==> src/rtl/fc_pkg.sv <==
package fc_pkg;
  typedef enum logic [1:0] {
    FC_ACTIVE  = 2'd0,
    FC_PASSIVE = 2'd1,
    FC_BUSOFF  = 2'd2
  } fc_state_e;
endpackage

==> src/rtl/fc_tec_counter.sv <==
module fc_tec_counter #(
  parameter int TEC_W   = 9,
  parameter int ERR_INC = 8
) (
  input  logic             clk,
  input  logic             rst,
  input  logic             inc_i,
  input  logic             dec_i,
  input  logic             clr_i,
  output logic [TEC_W-1:0] tec_next_o,
  output logic [TEC_W-1:0] tec_q_o
);
  localparam logic [TEC_W-1:0] INC_V = TEC_W'(ERR_INC);
  localparam logic [TEC_W-1:0] MAX_V = '1;
  localparam logic [TEC_W-1:0] SAT_V = MAX_V - INC_V;

  logic [TEC_W-1:0] tec_q;

  always_comb begin
    tec_next_o = tec_q;
    if (clr_i)
      tec_next_o = '0;
    else if (inc_i)
      tec_next_o = (tec_q > SAT_V) ? MAX_V : tec_q + INC_V;
    else if (dec_i && tec_q != '0)
      tec_next_o = tec_q - 1'b1;
  end

  always_ff @(posedge clk) begin
    if (rst) tec_q <= '0;
    else     tec_q <= tec_next_o;
  end

  assign tec_q_o = tec_q;

  // a step below saturation moves the count by exactly the increment
  a_r2_no_overflow: assert property (@(posedge clk) disable iff (rst)
    (inc_i && !clr_i && tec_q <= SAT_V) |=> (tec_q == $past(tec_q) + INC_V));

  // decrement never wraps below zero
  a_r3_floor: assert property (@(posedge clk) disable iff (rst)
    (dec_i && !inc_i && !clr_i && tec_q == '0) |=> (tec_q == '0));
endmodule

==> src/rtl/fc_recovery_timer.sv <==
module fc_recovery_timer #(
  parameter int RUN_LEN = 11,
  parameter int RUNS_W  = 8
) (
  input  logic              clk,
  input  logic              rst,
  input  logic              en_i,
  input  logic              bit_i,
  input  logic [RUNS_W-1:0] target_i,
  output logic              done_o
);
  localparam int RUN_W = $clog2(RUN_LEN);
  localparam logic [RUN_W-1:0] RUN_LAST = RUN_W'(RUN_LEN - 1);

  logic [RUN_W-1:0]  run_cnt;
  logic [RUNS_W-1:0] runs;
  logic              run_end;

  assign run_end = en_i && bit_i && (run_cnt == RUN_LAST);
  assign done_o  = run_end && (runs == target_i - 1'b1);

  always_ff @(posedge clk) begin
    if (rst || !en_i) begin
      run_cnt <= '0;
      runs    <= '0;
    end else if (!bit_i) begin
      run_cnt <= '0;
    end else if (run_end) begin
      run_cnt <= '0;
      runs    <= runs + 1'b1;
    end else begin
      run_cnt <= run_cnt + 1'b1;
    end
  end

  // a dominant bit keeps the completed-run count
  a_r7_keep_runs: assert property (@(posedge clk) disable iff (rst)
    (en_i && !bit_i) |=> (runs == $past(runs)));

  // the position inside a run stays within one run length
  a_r7_run_bound: assert property (@(posedge clk) disable iff (rst)
    (run_cnt <= RUN_LAST));
endmodule

==> src/rtl/fc_confine_top.sv <==
module fc_confine_top #(
  parameter int TEC_W   = 9,
  parameter int ERR_INC = 8,
  parameter int RUN_LEN = 11,
  parameter int PASS_A  = 127,
  parameter int OFF_A   = 255,
  parameter int RUNS_A  = 128,
  parameter int PASS_B  = 63,
  parameter int OFF_B   = 127,
  parameter int RUNS_B  = 64
) (
  input  logic             clk,
  input  logic             rst,
  input  logic             tx_err_i,
  input  logic             tx_ok_i,
  input  logic             bus_bit_i,
  input  logic             profile_i,
  output logic [1:0]       state_o,
  output logic [TEC_W-1:0] tec_o,
  output logic             bus_off_o,
  output logic             recovered_o
);
  import fc_pkg::*;

  localparam int RUNS_MAX = (RUNS_A > RUNS_B) ? RUNS_A : RUNS_B;
  localparam int RUNS_W   = $clog2(RUNS_MAX + 1);

  fc_state_e        state_q, state_n;
  logic             prof_q, prof_sel;
  logic             bus_off_q, recovered_q;
  logic             in_off, rec_done;
  logic [TEC_W-1:0] tec_next, tec_q;
  logic [TEC_W-1:0] pass_thr, off_thr;
  logic [RUNS_W-1:0] runs_target;

  assign in_off   = (state_q == FC_BUSOFF);
  // limits follow the input only while error-active
  assign prof_sel = (state_q == FC_ACTIVE) ? profile_i : prof_q;

  always_comb begin
    if (prof_sel) begin
      pass_thr    = TEC_W'(PASS_B);
      off_thr     = TEC_W'(OFF_B);
      runs_target = RUNS_W'(RUNS_B);
    end else begin
      pass_thr    = TEC_W'(PASS_A);
      off_thr     = TEC_W'(OFF_A);
      runs_target = RUNS_W'(RUNS_A);
    end
  end

  fc_tec_counter #(.TEC_W(TEC_W), .ERR_INC(ERR_INC)) u_tec (
    .clk        (clk),
    .rst        (rst),
    .inc_i      (tx_err_i && !in_off),
    .dec_i      (tx_ok_i && !tx_err_i && !in_off),
    .clr_i      (rec_done),
    .tec_next_o (tec_next),
    .tec_q_o    (tec_q)
  );

  fc_recovery_timer #(.RUN_LEN(RUN_LEN), .RUNS_W(RUNS_W)) u_rec (
    .clk      (clk),
    .rst      (rst),
    .en_i     (in_off),
    .bit_i    (bus_bit_i),
    .target_i (runs_target),
    .done_o   (rec_done)
  );

  always_comb begin
    if (in_off)
      state_n = rec_done ? FC_ACTIVE : FC_BUSOFF;
    else if (tec_next > off_thr)
      state_n = FC_BUSOFF;
    else if (tec_next > pass_thr)
      state_n = FC_PASSIVE;
    else
      state_n = FC_ACTIVE;
  end

  always_ff @(posedge clk) begin
    if (rst) begin
      state_q     <= FC_ACTIVE;
      prof_q      <= 1'b0;
      bus_off_q   <= 1'b0;
      recovered_q <= 1'b0;
    end else begin
      state_q     <= state_n;
      prof_q      <= prof_sel;
      bus_off_q   <= (state_n == FC_BUSOFF);
      recovered_q <= rec_done;
    end
  end

  assign state_o     = state_q;
  assign tec_o       = tec_q;
  assign bus_off_o   = bus_off_q;
  assign recovered_o = recovered_q;

  // only the three defined codes appear
  a_r1_legal_state: assert property (@(posedge clk) disable iff (rst)
    (state_o != 2'd3));

  // the isolation flag agrees with the state code
  a_r5_flag_match: assert property (@(posedge clk) disable iff (rst)
    (bus_off_o == (state_o == 2'd2)));

  // count frozen while isolated, cleared on exit
  a_r5_frozen: assert property (@(posedge clk) disable iff (rst)
    bus_off_o |=> (bus_off_o ? (tec_o == $past(tec_o)) : (tec_o == '0)));

  // readmission pulse only after bus-off, lands error-active with zero count
  a_r8_exit: assert property (@(posedge clk) disable iff (rst)
    recovered_o |-> (state_o == 2'd0 && tec_o == '0 && $past(bus_off_o)));

  // the pulse lasts one cycle
  a_r8_one_cycle: assert property (@(posedge clk) disable iff (rst)
    recovered_o |=> !recovered_o);

  // profile frozen outside error-active
  a_r9_hold: assert property (@(posedge clk) disable iff (rst)
    (state_o != 2'd0) |=> $stable(prof_q));
endmodule

==> config.mk <==
export PLATFORM = sky130hd
export DESIGN_NAME = fc_confine_top
export DESIGN_NICKNAME = d
export VERILOG_FILES = /design/src/rtl/fc_pkg.sv /design/src/rtl/fc_tec_counter.sv /design/src/rtl/fc_recovery_timer.sv /design/src/rtl/fc_confine_top.sv
export SDC_FILE = /design/constraint.sdc
export NUM_CORES = 1
export LEC_CHECK = 0
export BUFFER_PORTS_ARGS = -buffer_cell sky130_fd_sc_hd__buf_2
export CORE_MARGIN = 2
export CORE_UTILIZATION = 36
export CTS_CLUSTER_SIZE = 14
export DETAILED_ROUTE_END_ITERATION = 6
export GPL_TIMING_DRIVEN = 0
export PLACE_DENSITY = 0.51
export SYNTH_ARGS = -nofsm -noshare
export SYNTH_HDL_FRONTEND = slang
export SYNTH_SLANG_ARGS = --single-unit
==> constraint.sdc <==
create_clock -name clk -period 6.9 [get_ports clk]
set_clock_uncertainty 0.15 [all_clocks]
set_input_delay 0.69 -clock clk [delete_from_list [all_inputs] [get_ports clk]]
set_output_delay 0.69 -clock clk [all_outputs]
set_load 0.03 [all_outputs]
* Word level (Yosys, flattened, before mapping) *
Cells that the tools add are included.

operators by class
  bitwise logic cells = 1
  muxes and demuxes = 12
  equality and inequality tests = 4
  add/sub/neg operators = 5
  $lt $le $gt $ge = 3
  reduce and logical (&&, ||, !) cells = 14

operators with widths
  kind                 number
  $mux 9               4
  $gt 9x9->1           2
  $mux 8               2
  $add 9x4->9 const B  1
  $gt 9x9->1 const B   1
  $reduce_bool 9->1    1
  $sub 9x1->9 const B  1
  $add 8x1->8 const B  1
  $eq 8x8->1           1
  $sub 8x1->8 const B  1
  $logic_and 1x1->1    7
  $mux 7               1
  $mux 2               3
  $add 4x1->4 const B  1
  $eq 2x2->1 const B   2
  $eq 4x4->1 const B   1
  $reduce_or 3->1      1
  $logic_not 1->1      2
  $logic_not 2->1      1
  $mux 1               2
  $reduce_and 2->1     1
  $logic_or 1x1->1     1
  $not 1->1            1

word-level totals
  logic and storage cells = 46
  input bits = 6
  register bits = 26
  output and inout bits = 13

* Logic depth before layout (Yosys ltp) *
  depth in word-level cells = 12
  gate-level depth with buffers = 13
  gate-level depth less buffers = 13

* Hierarchy *
Synthesis repeated with hierarchy kept, for this count alone.

unflattened totals
  cells, all modules = 225
  area, all modules = 1,920.6 µm²

by module, submodules not included
  module             times used  seq. area each (µm²)  cells each  area an instance (µm²)
  fc_tec_counter     1           180.2                 102         858.3
  fc_recovery_timer  1           240.2                 94          798.3
  fc_confine_top     1           100.1                 29          264.0

* Worst setup path after synthesis *
Ideal clock, no wire load.

  kind = reg2reg
  start point = register u_tec.tec_q[3] (netlist: u_tec.tec_q_o[3])
  end point = register bus_off_q (netlist: bus_off_o)
  required time = 6,630 ps
  cell stages (with the launch flop) = 12
  path buffers = 0
  clock period less this slack = 3,165 ps
  library setup time = 120 ps
  slack = 3,735 ps
  data arrival time = 2,896 ps
  cells stage by stage = dfxtp_1 > inv_1 > ha_1 > a41oi_1 > nor3_4 > or3_1 > nand4b_1 > nand2_1 > ha_1 > inv_1 > o41a_1 > o31a_1

between the ends
  word-level cells in the longest chain between the ends = 10
  elaborated cells between the ends (all ways) = 15
  classes of those cells = add/sub: 2; order compare: 3; eq/ne: 1; mux: 7; reduce/logical: 2

RTL lines
  item                                                 RTL line              text
  start: declaration                                   fc_tec_counter.sv:17  logic [TEC_W-1:0] tec_q;
  start signal: assignment                             fc_tec_counter.sv:31  else tec_q <= tec_next_o;
  branches (longest 3 deep; another with $sub 9x1->9)  --
  $mux 9 (*)                                           fc_tec_counter.sv:23  else if (inc_i)
  $mux 9 (*)                                           fc_tec_counter.sv:21  if (clr_i)
  net tec_next[7]                                      fc_confine_top.sv:32  logic [TEC_W-1:0] tec_next, tec_q;
  $gt 9x9->1                                           fc_confine_top.sv:76  else if (tec_next > pass_thr)
  $mux 1                                               fc_confine_top.sv:76
  $mux 2 (*)                                           fc_confine_top.sv:74  else if (tec_next > off_thr)
  $mux 2 (*)                                           fc_confine_top.sv:72  if (in_off)
  $eq 2x2->1 (*)                                       fc_confine_top.sv:91  bus_off_q <= (state_n == FC_BUSOFF);
  end signal: assignment                               fc_confine_top.sv:91
  end: declaration                                     fc_confine_top.sv:30  logic bus_off_q, recovered_q;

Mark *: on every way through the listed nets, which the timed path passes.
A chain may end at the register's enable or synchronous reset.

* Worst setup path in the final report *
Ends and elaborated chain as after synthesis.

==> summary.md <==
| Metric | Value |
|---|---|
| Post-route setup TNS | 0 ns |
| Clk buf depth | 2 |
| VDD IR max | 0.164 mV |
| Post-CTS Hold Fix Bufs | 0 |
| Met1 WL | around 1700 µm |
| Crit path max-delay family | compound AO/OA/AOI/OAI gates |
| Distinct cells, synth | 57 |
| DR iter-0 viols | 92 |
| Commonest non-fill, non-tap cells in the layout | 26 x dfxtp_1, 20 x nor2_1, 18 x buf_2 |
| Total gr overflow | 0 |
| CTS sink cnt | 26 |
| Layout cells sized above 1 | 0.195 |
| Worst Path Buf+Inv | 2 |
| Ys async rst share | 0 |
| Total Routing Usage GR | 0.150 |
| CP Launch Type | flop |
| Chip Height | just over 70 µm |
| Clk pin slew, worst setup/hold paths | 0.09 ns |
| Cell Area, Synth | 0.00161 mm² |
| Critical path capture point type | flop |
| Synth Flop Type | dfxtp_1 |
| PostCTS Resize Cnt | 0 |
| Via count | roughly 1300 |
| Max_cap viols | 0 |
| Layout fillers | 444 |
| Vias in the first global route | 1338 |
| DRT antenna net count | 0 |
| Crit-path cells | inv_1 > ha_1 > a41oi_1 > nor3_4 > or3_1 > nand4b_1 > nand2_1 > ha_1 > inv_1 > o41a_1 > o31a_1 |
| Fin crit share | 0.470 |
| Clock latency at the later pin of the worst-skew pair | ~0.27 ns |
| Drt first pass iters | 4 |
| Initial core utilization | 0.372 |
| Endpoints failing hold | 0 |
| Pin count of the biggest net entering global routing | 15 |
| Reg2reg path depth | 11 |
| CP max-delay cell | dfxtp_1 |
| Antenna cells | 0 |
| Lkg Pwr | 0.701 nW |
| HPWL Detailed | 2720 µm |
| I/O Pins | 19 |
| Slew HR | 0.633 |
| Mean routed wirelength per cell | 14.0 µm |
| Row cnt | 24 |
| Final Critical Period | 3.24 ns |
| WHS Path Cells | 1 |
| Slowest Stage Delay on Critical Path | 0.55 ns |
| Post-DP Area | 0.00176 mm² |
| Status | finished, final reports clean |
| Nets | about 220 |
| Total core area | ~0.0043 mm² |
| Htree depth | 1 |
| CP arrival | 3.26 ns |
| Slew @ Worst Pin | 0.543 ns |
| Req. time, crit path | approximately 6.9 ns |
| Die W | 70.8 µm |
| Setup bufs post-CTS | 0 |
| Gp weighted congestion | 0.841 |
| Wire length on met2 | 1610 µm |
| Final Cell Area | 0.00181 mm² |
| Total Die Area | 0.00502 mm² |
| Antenna violations before repair | 0 |
| DR vias/cell | approximately 5.3 |
| Achievable clock frequency | 309 MHz |
| Syn avg cell area | between 8 and 9 µm² |
| Seq/Total Area, Yosys | 0.324 |
| RSZ-0062 raised after global routing | false |
| Synth Net Count | 196 |
| Area Growth Syn to Fin | 12.8% |
| Most common cell after layout, fill and taps aside | dfxtp_1 |
| Drt drc | 0 |
| Mapped Cells | 179 |
| Hold crit path type | reg -> reg |
| Met3 wire length | 122 µm |
| Power density over the cells | roughly 310 mW/mm² |
| Max-slew violations | 0 |
| Root Buffer | clkbuf_8 |
| Num CTS Buffers | 3 |
| Drt total wl | 3540 µm |
| PortBufs | 17 |
| Final Setup Violations | 0 |
| Worst path depth | 11 |
| TritonCTS clock tree | done |
| CP max FO | 9 |
| #FFs+latches synth | 26 |
| Top sig layer | met4 |
| WS Path Type | reg -> reg |
| Synth Warn # | 0 |
| Number of synthesized flops with an enable pin | 0 |
| First-pass GRT wire length | 6120 µm |
==> synthesized netlist by cell type (2+ instances only) <==
cell type	count	area [µm²]
a211oi_1	4	30.0
a21oi_1	7	35.0
a221oi_1	2	17.5
a32oi_1	2	17.5
and2_1	2	12.5
and3_1	3	18.8
and4b_1	2	20.0
clkbuf_1	2	7.51
clkbuf_2	2	10.0
dfxtp_1	26	521
ha_1	11	138
inv_1	9	33.8
nand2_1	10	37.5
nand3_1	11	55.1
nand4_1	4	25.0
nand4b_1	3	26.3
nor2_1	20	75.1
nor2b_1	5	31.3
nor3_1	3	15.0
o21ai_0	5	25.0
o311ai_0	2	17.5
o31a_1	2	17.5
xnor2_1	4	35.0
xor2_1	5	43.8
==> power by group <==
group | leakage (nW) | total (mW) | internal, mW | switching [mW]
Sequential | 0.211 | 0.204 | 0.171 | 0.0327
Combinational | 0.460 | 0.267 | 0.103 | 0.164
Clock | 0.0288 | 0.0982 | 0.0510 | 0.0472
Total | 0.701 | 0.568 | 0.325 | 0.244
==> stage by stage <==
step	hold slack [ns]	worst slack (ns)	std cells	power, mW	utilization
3_3_place_gp	0.294	3.53	248	0.470	0.407
4_1_cts	0.336	3.67	252	0.573	0.419
5_1_grt	0.362	3.49	252	0.608	0.419
3_5_place_dp	0.314	3.53	248	0.473	0.407
6_report	0.325	3.66	252	0.568	0.419
2_1_floorplan	0.280	3.73	179	0.408	-
==> layer usage <==
layer / vias up / global-route usage
li1: 697 / -
met1: 618 / 0.196
met2: 25 / 0.252
met3: 7 / 0.0214
met4: 0 / 0.0503
met5: - / 0
==> cell families (layout without fill, tap and decap cells) <==
kind of cell             after synthesis  count (layout)  synth area share
buffers and inverters                 16              37            0.0482
multiplexers                           1               1           0.00623
AND/OR/NAND/NOR                       78              78             0.297
XOR/XNOR                               9               9            0.0490
adder cells (fa/ha/maj)               11              11            0.0856
AO/OA/AOI/OAI                         38              38             0.191
flip-flops                            26              26             0.324
==> sequential cells by signal (all words and copies together), names as in the netlist <==
register / cells
bus_off_o: 1
prof_q: 1
recovered_o: 1
state_o: 2
u_rec.run_cnt: 4
u_rec.runs: 8
u_tec.tec_q_o: 9
==> path summary, 6_finish.rpt <==
path / slack (ns) / to / startpoint
worst min-delay path: 0.32 / u_rec.run_cnt[0] / u_rec.run_cnt[0]
worst max-delay path: 3.66 / bus_off_o / u_tec.tec_q_o[3]
worst max register to register: 3.66 / bus_off_o / u_tec.tec_q_o[3]
worst min register to register: 0.32 / u_rec.run_cnt[0] / u_rec.run_cnt[0]
==> cell type report <==
cell class / count / area, µm² / share of cell area
Timing Repair Buffer: 17 / 85.1 / 0.0469
Tap cell: 52 / 65.1 / 0.0359
Inverter: 9 / 33.8 / 0.0186
Clock buffer: 4 / 55.1 / 0.0304
Buffer: 7 / 43.8 / 0.0242
Multi-Input combinational cell: 137 / 1010 / 0.557
Sequential cell: 26 / 520 / 0.287
Note: power is estimated with default switching activity, not from simulation.
